File: src/rtl/apred_pkg.sv
package apred_pkg;

    // Result of looking up a request in the history table.
    typedef enum logic [1:0] {
        LK_MISS  = 2'd0,   // invalid entry or different tag
        LK_SAME  = 2'd1,   // tag hit, same core as recorded
        LK_OTHER = 2'd2    // tag hit, different core
    } lookup_e;

    // Where the atomic operation is to execute.
    typedef enum logic {
        PLACE_FAR   = 1'b0,
        PLACE_LOCAL = 1'b1
    } place_e;

endpackage

File: src/rtl/apred_addr_split.sv
module apred_addr_split #(
    parameter int ADDR_W = 26,
    parameter int IDX_W  = 4,
    localparam int TAG_W = ADDR_W - IDX_W
) (
    input  logic [ADDR_W-1:0] block_addr,
    output logic [IDX_W-1:0]  idx,
    output logic [TAG_W-1:0]  tag
);

    // Low bits select the table entry; the rest identify the block.
    assign idx = block_addr[IDX_W-1:0];
    assign tag = block_addr[ADDR_W-1:IDX_W];

endmodule

File: src/rtl/apred_table.sv
module apred_table #(
    parameter int ENTRIES = 16,
    parameter int TAG_W   = 22,
    parameter int CORE_W  = 3,
    parameter int CNT_W   = 3,
    localparam int IDX_W  = $clog2(ENTRIES)
) (
    input  logic              clk,
    input  logic              rst,
    input  logic [IDX_W-1:0]  rd_idx,
    output logic              rd_valid,
    output logic [TAG_W-1:0]  rd_tag,
    output logic [CORE_W-1:0] rd_owner,
    output logic [CNT_W-1:0]  rd_cnt,
    input  logic              wr_en,
    input  logic [IDX_W-1:0]  wr_idx,
    input  logic [TAG_W-1:0]  wr_tag,
    input  logic [CORE_W-1:0] wr_owner,
    input  logic [CNT_W-1:0]  wr_cnt
);

    typedef struct packed {
        logic              valid;
        logic [TAG_W-1:0]  tag;
        logic [CORE_W-1:0] owner;
        logic [CNT_W-1:0]  cnt;
    } entry_t;

    entry_t ent_all [ENTRIES];

    for (genvar i = 0; i < ENTRIES; i++) begin : g_ent
        entry_t ent_d;
        entry_t ent_q;

        always_comb begin
            ent_d = ent_q;
            if (wr_en && (wr_idx == IDX_W'(i))) begin
                ent_d.valid = 1'b1;
                ent_d.tag   = wr_tag;
                ent_d.owner = wr_owner;
                ent_d.cnt   = wr_cnt;
            end
        end

        always_ff @(posedge clk) begin
            if (rst) begin
                ent_q <= '0;
            end else begin
                ent_q <= ent_d;
            end
        end

        assign ent_all[i] = ent_q;
    end

    entry_t rd_ent;

    always_comb begin
        rd_ent   = ent_all[rd_idx];
        rd_valid = rd_ent.valid;
        rd_tag   = rd_ent.tag;
        rd_owner = rd_ent.owner;
        rd_cnt   = rd_ent.cnt;
    end

endmodule

File: src/rtl/apred_decide.sv
module apred_decide
    import apred_pkg::*;
#(
    parameter int TAG_W  = 22,
    parameter int CORE_W = 3,
    parameter int CNT_W  = 3,
    parameter int LIMIT  = 3
) (
    input  logic              rd_valid,
    input  logic [TAG_W-1:0]  rd_tag,
    input  logic [CORE_W-1:0] rd_owner,
    input  logic [CNT_W-1:0]  rd_cnt,
    input  logic [TAG_W-1:0]  req_tag,
    input  logic [CORE_W-1:0] req_core,
    output lookup_e           lk,
    output logic [CNT_W-1:0]  nx_cnt,
    output place_e            place
);

    localparam logic [CNT_W-1:0] CNT_MAX = '1;
    localparam logic [CNT_W-1:0] LIM_V   = CNT_W'(LIMIT);

    always_comb begin
        if (!rd_valid || (rd_tag != req_tag)) begin
            lk = LK_MISS;
        end else if (rd_owner == req_core) begin
            lk = LK_SAME;
        end else begin
            lk = LK_OTHER;
        end

        // A streak only grows on a same-core hit; anything else restarts it.
        if (lk == LK_SAME) begin
            nx_cnt = (rd_cnt == CNT_MAX) ? CNT_MAX : rd_cnt + 1'b1;
        end else begin
            nx_cnt = '0;
        end

        place = ((lk == LK_SAME) && (nx_cnt > LIM_V)) ? PLACE_LOCAL : PLACE_FAR;
    end

endmodule

File: src/rtl/atomic_place_predictor.sv
module atomic_place_predictor
    import apred_pkg::*;
#(
    parameter int ADDR_W  = 26,
    parameter int CORE_W  = 3,
    parameter int CNT_W   = 3,
    parameter int LIMIT   = 3,
    parameter int ENTRIES = 16
) (
    input  logic              clk,
    input  logic              rst,
    input  logic              req_valid,
    input  logic [ADDR_W-1:0] req_block_addr,
    input  logic [CORE_W-1:0] req_core,
    output logic              dec_valid,
    output logic              dec_local
);

    localparam int IDX_W = $clog2(ENTRIES);
    localparam int TAG_W = ADDR_W - IDX_W;

    typedef struct packed {
        logic vld;
        logic loc;
    } out_t;

    logic [IDX_W-1:0]  req_idx;
    logic [TAG_W-1:0]  req_tag;
    logic              rd_valid;
    logic [TAG_W-1:0]  rd_tag;
    logic [CORE_W-1:0] rd_owner;
    logic [CNT_W-1:0]  rd_cnt;
    lookup_e           lk;
    logic [CNT_W-1:0]  nx_cnt;
    place_e            place;

    out_t out_d;
    out_t out_q;

    apred_addr_split #(
        .ADDR_W (ADDR_W),
        .IDX_W  (IDX_W)
    ) u_split (
        .block_addr (req_block_addr),
        .idx        (req_idx),
        .tag        (req_tag)
    );

    apred_table #(
        .ENTRIES (ENTRIES),
        .TAG_W   (TAG_W),
        .CORE_W  (CORE_W),
        .CNT_W   (CNT_W)
    ) u_table (
        .clk      (clk),
        .rst      (rst),
        .rd_idx   (req_idx),
        .rd_valid (rd_valid),
        .rd_tag   (rd_tag),
        .rd_owner (rd_owner),
        .rd_cnt   (rd_cnt),
        .wr_en    (req_valid),
        .wr_idx   (req_idx),
        .wr_tag   (req_tag),
        .wr_owner (req_core),
        .wr_cnt   (nx_cnt)
    );

    apred_decide #(
        .TAG_W  (TAG_W),
        .CORE_W (CORE_W),
        .CNT_W  (CNT_W),
        .LIMIT  (LIMIT)
    ) u_decide (
        .rd_valid (rd_valid),
        .rd_tag   (rd_tag),
        .rd_owner (rd_owner),
        .rd_cnt   (rd_cnt),
        .req_tag  (req_tag),
        .req_core (req_core),
        .lk       (lk),
        .nx_cnt   (nx_cnt),
        .place    (place)
    );

    always_comb begin
        out_d.vld = req_valid;
        out_d.loc = req_valid && (place == PLACE_LOCAL);
    end

    always_ff @(posedge clk) begin
        if (rst) begin
            out_q <= '0;
        end else begin
            out_q <= out_d;
        end
    end

    assign dec_valid = out_q.vld;
    assign dec_local = out_q.loc;

endmodule

File: config.mk
export PLATFORM = sky130hd
export DESIGN_NAME = atomic_place_predictor
export DESIGN_NICKNAME = d
export VERILOG_FILES = /design/src/rtl/apred_pkg.sv /design/src/rtl/apred_addr_split.sv /design/src/rtl/apred_table.sv /design/src/rtl/apred_decide.sv /design/src/rtl/atomic_place_predictor.sv
export SDC_FILE = /design/constraint.sdc
export NUM_CORES = 1
export LEC_CHECK = 0
export BUFFER_PORTS_ARGS = -buffer_cell sky130_fd_sc_hd__buf_2
export CAP_MARGIN = 0
export CORE_MARGIN = 3
export CORE_UTILIZATION = 36
export DETAILED_ROUTE_END_ITERATION = 10
export GPL_TIMING_DRIVEN = 0
export HOLD_SLACK_MARGIN = 0.06
export SLEW_MARGIN = 20
export SYNTH_ARGS = -nofsm -noshare
export SYNTH_HDL_FRONTEND = slang
export SYNTH_SLANG_ARGS = --single-unit
File: constraint.sdc
create_clock -name clk -period 13.35 [get_ports clk]
set_clock_uncertainty 0.1 [all_clocks]
set_input_delay 2.67 -clock clk [delete_from_list [all_inputs] [get_ports clk]]
set_output_delay 2.67 -clock clk [all_outputs]
set_load 0.05 [all_outputs]
# [Word-level counts from Yosys, hierarchy flattened]
# Cells that the tools add are included.
# W data, S select, Z words.
[totals] regBits=466 in_bits=32 out_inout_bits=2 wordCells=118
[classes] addsub=1 order_cmp=2 eq_ne=19 muxes=8 n_bitwise=1 n_reduce_logical=21
[ops] cell="$bmux W29 S4" count=1
[ops] cell="$mux W29" count=2
[ops] cell="$eq A4 B4 Y1 const B" count=8
[ops] cell="$ne A22 B22 Y1" count=1
[ops] cell="$logic_and A1 B1 Y1" count=18
[ops] cell="$eq A4 B3 Y1 const B" count=4
[ops] cell="$eq A4 B2 Y1 const B" count=2
[ops] cell="$mux W3" count=2
[ops] cell="$ge A5 B5 Y1 const B" count=1
[ops] cell="$not A4 Y5" count=1
[ops] cell="$eq A4 B1 Y1 const B" count=1
[ops] cell="$logic_not A4 Y1" count=1
[ops] cell="$mux W2" count=2
[ops] cell="$add A3 B1 Y3 const B" count=1
[ops] cell="$eq A3 B3 Y1" count=1
[ops] cell="$eq A3 B3 Y1 const B" count=1
[ops] cell="$gt A3 B2 Y1 const B" count=1
[ops] cell="$eq A2 B1 Y1 const B" count=1
[ops] cell="$logic_not A1 Y1" count=1
[ops] cell="$logic_or A1 B1 Y1" count=1
[ops] cell="$mux W1" count=1

# [Depth between registers and ports, before layout]
# Gate-level depths: netlist of run 1.
[depth] ltp_word=13 ltp_mapped=15 depth_no_buf=8

# [Modules after synthesis]
# Synthesis of run 1 repeated with hierarchy kept, for this count alone.
[unflattened] cells_unflattened=2486 area_unflattened_um2=21665.8
[by_module_without_submodules] mod="apred_table" n_inst=1 cells_each=2408 area_each_um2=21042.7 seq_area_each_um2=9288.9
[by_module_without_submodules] mod="apred_decide" n_inst=1 cells_each=48 area_each_um2=372.9 seq_area_each_um2=0.0
[by_module_without_submodules] mod="apred_addr_split" n_inst=1 cells_each=26 area_each_um2=195.2 seq_area_each_um2=0.0
[by_module_without_submodules] mod="atomic_place_predictor" n_inst=1 cells_each=4 area_each_um2=55.1 seq_area_each_um2=40.0

# [Worst setup path after synthesis of run 1]
# OpenSTA, ideal clock, no wires.
[synth_timing] path_kind="input to register" from="in req_block_addr[1]" to="reg u_table.g_ent[8].ent_q (netlist bit u_table.ent_all[203])" t_arrival_ns=6.150 slack_ns=6.961 stages=13 path_buffers=8 cell_sequence="buf_6 buf_4 buf_4 buf_2 buf_2 buf_2 buf_2 mux4_2 mux4_2 ha_1 a21boi_1 buf_2 o41ai_2"
[synth_via] elab_chain_len=9 word_cells_on_any_way=17 cone_classes="1 x add/sub; 5 x eq/ne; 7 x mux; 1 x bitwise; 3 x reduce/logical"
[synth_lines] item="start, declared" line_no="atomic_place_predictor.sv:13" source="input logic [ADDR_W-1:0] req_block_addr,"
[synth_lines] item="$not A4 Y5 (not written as such)" line_no="apred_table.sv:59" source="rd_ent = ent_all[rd_idx];"
[synth_lines] item="$bmux W29 S4" line_no="apred_table.sv:59"
[synth_lines] item="$mux W29 (not written as such) (2 in a row)" line_no="apred_table.sv:59"
[synth_lines] item="$ne A22 B22 Y1 (tied with other cells)" line_no="apred_decide.sv:24" source="if (!rd_valid || (rd_tag != req_tag)) begin"
[synth_lines] item="$logic_or A1 B1 Y1 / $mux W2 (equally long branches)" line_no="apred_decide.sv:24, apred_decide.sv:26"
[synth_lines] item="$mux W2" line_no="apred_decide.sv:24"
[synth_lines] item="$eq A2 B1 Y1" line_no="apred_decide.sv:33" source="if (lk == LK_SAME) begin"
[synth_lines] item="$mux W3" line_no="apred_decide.sv:33"
[synth_lines] item="end signal, assigned" line_no="apred_table.sv:49" source="ent_q <= ent_d;"
[synth_lines] item="end, declared" line_no="apred_table.sv:33" source="entry_t ent_q;"
# Parallel ways exist; a longest one is shown, timed or not. The select of a mux whose other input is x is not followed.
# A chain may end at the register's enable or synchronous reset.

# [Final worst setup path of run 1]
[layout_timing] from="in req_block_addr[0]" to="reg u_table.g_ent[4].ent_q (netlist bit u_table.ent_all[319])"
[layout_via] elab_chain_len=9 word_cells_on_any_way=17 cone_classes="1 x add/sub; 5 x eq/ne; 7 x mux; 1 x bitwise; 3 x reduce/logical"
[layout_lines] item="$not A4 Y5 (not written as such)" line_no="apred_table.sv:59"
[layout_lines] item="$bmux W29 S4" line_no="apred_table.sv:59"
[layout_lines] item="$mux W29 (not written as such) (2 in a row)" line_no="apred_table.sv:59"
[layout_lines] item="$ne A22 B22 Y1 (tied with other cells)" line_no="apred_decide.sv:24"
[layout_lines] item="$logic_or A1 B1 Y1 / $mux W2 (equally long branches)" line_no="apred_decide.sv:24, apred_decide.sv:26"
[layout_lines] item="$mux W2" line_no="apred_decide.sv:24"
[layout_lines] item="$eq A2 B1 Y1" line_no="apred_decide.sv:33"
[layout_lines] item="$mux W3" line_no="apred_decide.sv:33"
[layout_lines] item="end signal, assigned" line_no="apred_table.sv:49"
[layout_lines] item="end, declared" line_no="apred_table.sv:33"
# Parallel ways exist; a longest one is shown, timed or not. The select of a mux whose other input is x is not followed.

==> results of run 1 <==
[worst max-delay path, delay by kind of cell]
kind	cells	cell delay, ns
buffers and inverters	8	3.69
multiplexers	2	0.87
AO/OA/AOI/OAI	2	0.82
adder cells (fa/ha/maj)	1	0.25
[report_power, final]
part / internal, W / leakage, nW / total, W / switching (W)
clock network: 0.000879 / 0.847 / 0.00149 / 0.000606
registers: 0.00141 / 3.76 / 0.00142 / 0.00000910
logic: 0.0000669 / 3.28 / 0.000262 / 0.000196
[worst max-delay path by stage]
stage	end	start	slack (ns)
floorplan	u_table.ent_all[203]	req_block_addr[1]	6.96
global placement	u_table.ent_all[397]	req_block_addr[1]	4.59
detailed placement	u_table.ent_all[348]	req_block_addr[0]	4.93
CTS	u_table.ent_all[348]	req_block_addr[0]	5.55
global route	u_table.ent_all[232]	req_block_addr[0]	5.31
finish	u_table.ent_all[319]	req_block_addr[0]	5.34
[registers in the layout, summed over array words and instances (netlist names)]
name,flops
u_table.ent_all,464
dec_local,1
dec_valid,1
[cells by family (layout without fill, tap and decap cells)]
logic type / after synthesis / after routing
XOR/XNOR: 12 / 12
AO/OA/AOI/OAI: 531 / 531
other: 0 / 1
adder cells (fa/ha/maj): 1 / 1
buffers and inverters: 243 / 351
multiplexers: 181 / 181
AND/OR/NAND/NOR: 1043 / 1043
flip-flops: 466 / 466
[layout by cell type (no fill, tap or decap), types with 9 or more instances in the layout]
| cell | count |
|---|---|
| o41ai_2 | 24 |
| mux2_2 | 20 |
| inv_1 | 10 |
| or3_1 | 12 |
| mux4_2 | 103 |
| clkbuf_16 | 49 |
| nand2b_1 | 11 |
| clkbuf_1 | 194 |
| nand2_1 | 843 |
| nand3b_1 | 52 |
| nor2b_1 | 10 |
| buf_4 | 19 |
| o41ai_1 | 26 |
| dfxtp_1 | 466 |
| a21oi_1 | 410 |
| buf_2 | 37 |
| nand3_1 | 13 |
| nor2_1 | 64 |
| mux2i_1 | 58 |
| clkbuf_8 | 12 |
| o21ai_0 | 9 |
[through the flow]
stage	cell area, um2	cells
floorplan	21200	2477
global placement	22200	3256
detailed placement	22200	3259
CTS	23900	3350
global route	23900	3350
finish	24000	3351
[metal layers]
layer / part of all wire / global-route usage
met2: 0.44 / 0.437
met4: 0.061 / 0.154
met1: 0.39 / 0.365
met5: 0 / 0
met3: 0.11 / 0.0546
[area by class of cell]
class / count / area, um2
diodes: 1 / 2.50
clock buffers: 72 / 1430
repair buffers: 17 / 92.6
clock inverters: 19 / 284
multi-input cells: 1768 / 10800
plain buffers: 232 / 1000
fillers: 5855 / 34000
inverters: 11 / 41.3
well taps: 765 / 957
flip-flops and latches: 466 / 9330
==> reports/results.ini, run 1 <==
[synthesis]
seq_area_frac_synth = 0.441
ys_seq_elements = 466
synthTopCellsByArea = dfxtp_1 (44%), nand2_1 (15%), mux4_2 (11%)
yosys_most_used_dff = dfxtp_1
synth.mux.area_fraction = 0.148
synth-compound-area-share = 0.152
yosysWarnings = 0
syn_area_per_cell_um2 = 8.54
synth_nets = 2510
synthXorXnorAreaFrac = 0.00497
syn-cell-area_mm2 = 0.0212
synth-edff-count = 0
synth_cells = 2477
yosysMostFrequentCell = nand2_1
synth_common_cells = nand2_1 (843), dfxtp_1 (466), a21oi_1 (410), clkbuf_1 (183), mux4_2 (103)
yosysTopAreaCell = dfxtp_1
synthArstFlopShare = 0
synth_top_family_by_area = simple AND/OR/NAND/NOR gates
synth-simple-area-share = 0.204
yosysUniqueCellTypes = 60
synthAdderAreaFrac = 0.000591
synth_top_area_frac = 0.441

[global_routing]
grt.total_usage = 0.280
gr-total-overflow = 0
grt_pass1_wl_mm = 129
grt_pass1_vias = 18947
antenna_found_initial = 2
grt_max_degree = 15

[setup_path]
rr_endpoint = u_table.ent_all[146]
rr_startpoint = u_table.ent_all[254]
rrSetupSlack_ns = 9.00
critPathKind = in -> reg
critical_path_arrival_ns = 8.35
critPathCaptureType = flip-flop
cp.required_ns = 13.69
cpPeakStageDelay_ns = 0.70
crit_fanout = 10
ff2ff_path_depth = 9
slowest_stage = a21boi_1
cp_common_cell = buf_2
crit_chain = buf_2 > buf_4 > buf_4 > buf_4 > buf_2 > buf_2 > clkbuf_1 > mux4_2 > mux4_2 > ha_1 > a21boi_1 > buf_2 > o41ai_2
cp-start-kind = input port

[sta]
setup_viol = 0
fmax_mhz = 125
fin_tns_setup_ns = 0
holdWs_ns = 0.352
tightest_slew_ns = 1.08
grt_setup_unrepaired = no
slew_headroom = 0.263
fin_crit_sh = 0.600
finalHoldViolations = 0
period_needed_ns = 8.01
drv_slew = 0
worst_slack_ns = 5.34

[clock_tree]
cts.repair.resized = 0
path_clk_slew_ns = 0.06
ctsHoldBuffers = 0
clockRootBuffer = clkbuf_16
cts_tree = yes
htree_levels = 2
post_cts.repair.setup_buffers = 0
clock_latency_ns = 0.61
clock_path_buffers = 3
cts_sinks = 466
numCtsBuffers = 49

[place]
place_ws_ns = 4.93
globalplace.congestion = 1.03
io_buffers = 14
dpl.hpwl_mm = 64.7

[worst_hold_path]
min_path_type = reg -> reg
whs_path_depth = 2
min_delay_worst_endpoint = u_table.ent_all[192]
holdCritStartpoint = u_table.ent_all[192]

[final_layout]
area_growth_pct = 13.2
nets = 2578
drive_gt1_frac = 0.116
finish.utilization = 0.414

[run_status]
status = finished clean

[power_and_ir_drop]
power_density_mw_per_mm2 = 132
power_leakage_nw = 7.89
ir_drop_mv = 0.0873
p_total_w = 0.00316

[drt]
vias = 19863
drc = 0
routed_via_density = 5.93
drt_iter0_markers = 2611
drt_wl_total_mm = 90.0
wl_per_cell_um = 26.9
ant_nets = 0
dr.pass1.iters = 5

[die]
row_count = 88
ios = 34
core_area_mm2 = 0.0579
fp.dieH_um = 248
start_util = 0.365
dieArea_mm2 = 0.0617
die_w_um = 248

[job]
maxCapViolCount = 0

No activity file was read; power rests on OpenSTA's default activity.
==> run 2: changes to the inputs <==
--- a/config.mk
+++ b/config.mk
@@ -5,6 +5,7 @@
 export SDC_FILE = /design/constraint.sdc
 export NUM_CORES = 1
 export LEC_CHECK = 0
+export ABC_AREA = 1
 export BUFFER_PORTS_ARGS = -buffer_cell sky130_fd_sc_hd__buf_2
 export CAP_MARGIN = 0
 export CORE_MARGIN = 3
==> constraint.sdc (replaced) <==
create_clock -name clk -period 6.4 [get_ports clk]
set_clock_uncertainty 0.1 [all_clocks]
set_input_delay 1.28 -clock clk [delete_from_list [all_inputs] [get_ports clk]]
set_output_delay 1.28 -clock clk [all_outputs]
set_load 0.05 [all_outputs]
==> run 2 against run 1 <==
Non-clock buffer count up 27. Critical path depth up 1. Final cell count up 15%. Hold slack better by 0.0046 ns. First-iteration DRC count up 20%. Power up 110%.
==> reports/results.ini, run 2 <==
[run_status]
status = finished clean

[final_layout]
nets = 3092
largest_register_ff_count = 464
final_common_cell = nand2_1
area_growth_pct = 14.0
antenna_cells = 0
finalNonFillerCells = 3849
drive_gt1_frac = 0.0603
mostFrequentLayoutCells = nand2_1 (905), o21ai_0 (477), dfxtp_1 (466)

[setup_path]
critical_path_arrival_ns = 4.84
critPathKind = in -> reg
crit_fanout = 10
ff2ff_path_depth = 14
cp-start-kind = input port
rr_endpoint = u_table.ent_all[2]
rrSetupSlack_ns = 3.52
cp.required_ns = 6.84
critPathCaptureType = flip-flop
rr_startpoint = u_table.ent_all[195]

[worst_hold_path]
whs_path_depth = 2
holdCritStartpoint = u_table.ent_all[202]
min_path_type = reg -> reg
min_delay_worst_endpoint = u_table.ent_all[202]

[synthesis]
yosysTopAreaCell = dfxtp_1
seq_area_frac_synth = 0.462
syn-cell-area_mm2 = 0.0202
synth_top_area_frac = 0.462
synth-edff-count = 0
synth_common_cells = nand2_1 (905), o21ai_0 (477), dfxtp_1 (466), nor2_1 (383), a21oi_1 (311)
yosys_most_used_dff = dfxtp_1
yosysWarnings = 0
yosysUniqueCellTypes = 28
synthArstFlopShare = 0
synthTopCellsByArea = dfxtp_1 (46%), nand2_1 (17%), o21ai_0 (12%)
yosysMostFrequentCell = nand2_1
synth_cells = 2984
synth_nets = 3017
ys_seq_elements = 466
syn_area_per_cell_um2 = 6.76

[global_routing]
gr-total-overflow = 0
grt_max_degree = 14
grt_pass1_wl_mm = 125
grt_pass1_vias = 18652
antenna_found_initial = 1
grt.total_usage = 0.284

[power_and_ir_drop]
power_density_mw_per_mm2 = 290
power_leakage_nw = 9.96
ir_drop_mv = 0.154

[sta]
fin_crit_sh = 0.688
finalHoldViolations = 0
tightest_slew_ns = 1.15
fin_tns_setup_ns = 0
slew_headroom = 0.231
period_needed_ns = 4.40
worst_slack_ns = 2.00
setup_viol = 0
drv_slew = 0
fmax_mhz = 227
grt_setup_unrepaired = no

[clock_tree]
cts.repair.resized = 0
numCtsBuffers = 50
clockRootBuffer = clkbuf_16
cts_sinks = 466
cts_tree = yes
htree_levels = 2
post_cts.repair.setup_buffers = 0
clock_path_buffers = 3
clock_latency_ns = 0.61
path_clk_slew_ns = 0.07
ctsHoldBuffers = 0

[die]
row_count = 86
die_w_um = 243
fp.dieH_um = 243
start_util = 0.365
core_area_mm2 = 0.0553
dieArea_mm2 = 0.0589
ios = 34

[drt]
vias = 20937
dr.pass1.iters = 6
drt_wl_total_mm = 87.4
routed_via_density = 5.44
wl_per_cell_um = 22.7
drt_iter0_markers = 3134
drc = 0
ant_nets = 0

[job]
maxCapViolCount = 0

[place]
io_buffers = 22
dpl.hpwl_mm = 61.5
globalplace.congestion = 0.995
dp_cells = 3755
place_ws_ns = 1.65

## run 2: metal layers
layer | wire (um) | global-route usage
met1 | 36300 | 0.386
met2 | 36700 | 0.424
met3 | 9180 | 0.0537
met4 | 5280 | 0.158
met5 | 11 | 0
## run 2: worst max path at each step
stage,from,endpoint,cells past startpoint,slack (ns)
after floorplan,req_block_addr[0],u_table.ent_all[204],13,2.86
after global placement,req_block_addr[1],u_table.ent_all[147],16,1.68
after detailed placement,req_block_addr[1],u_table.ent_all[117],14,1.65
after CTS,req_block_addr[1],u_table.ent_all[204],14,2.29
after global routing,req_block_addr[1],u_table.ent_all[320],14,2.07
final,req_block_addr[1],u_table.ent_all[2],14,2.00
## run 2: kinds of logic after synthesis
| family | share of synthesized area |
|---|---|
| compound gates | 0.210 |
| simple gates | 0.261 |
| flops | 0.462 |
| buf+inv | 0.0661 |
| fa+ha+maj | 0.000620 |
## run 2: worst max-delay path, cell delays in order
cell and delay [ns]:
buf_2 0.16, nand2_1 0.28, inv_1 0.24, buf_2 0.44, buf_1 0.70, a22oi_1 0.21, a21oi_1 0.37, or4_1 0.17
ha_1 0.16, nor2_1 0.05, inv_1 0.06, nand3_2 0.28, buf_6 0.29, a21oi_2 0.12
## run 2: cell type report
type	count	area [um2]
plain buffers	253	1050
clock buffers	75	1540
clock inverters	19	220
fillers	5879	32300
inverters	76	285
multi-input cells	2189	9520
flip-flops and latches	466	9330
well taps	748	936
repair buffers	23	125
## run 2: where the power goes
group	total, W	internal (W)	leakage (nW)	switching (W)
Clock	0.00314	0.00186	0.883	0.00128
Combinational	0.000530	0.000105	5.31	0.000425
Sequential	0.00299	0.00296	3.77	0.0000307
Total	0.00667	0.00493	9.96	0.00174
## run 2: metrics by stage
stage / cell area (um2) / total power [W] / hold slack [ns] / util
after floorplan: 20200 / 0.00332 / 0.324 / -
after global placement: 21200 / 0.00356 / 0.338 / 0.384
after detailed placement: 21200 / 0.00356 / 0.346 / 0.384
after CTS: 23000 / 0.00664 / 0.354 / 0.416
after global routing: 23000 / 0.00680 / 0.378 / 0.416
final: 23000 / 0.00667 / 0.357 / 0.416
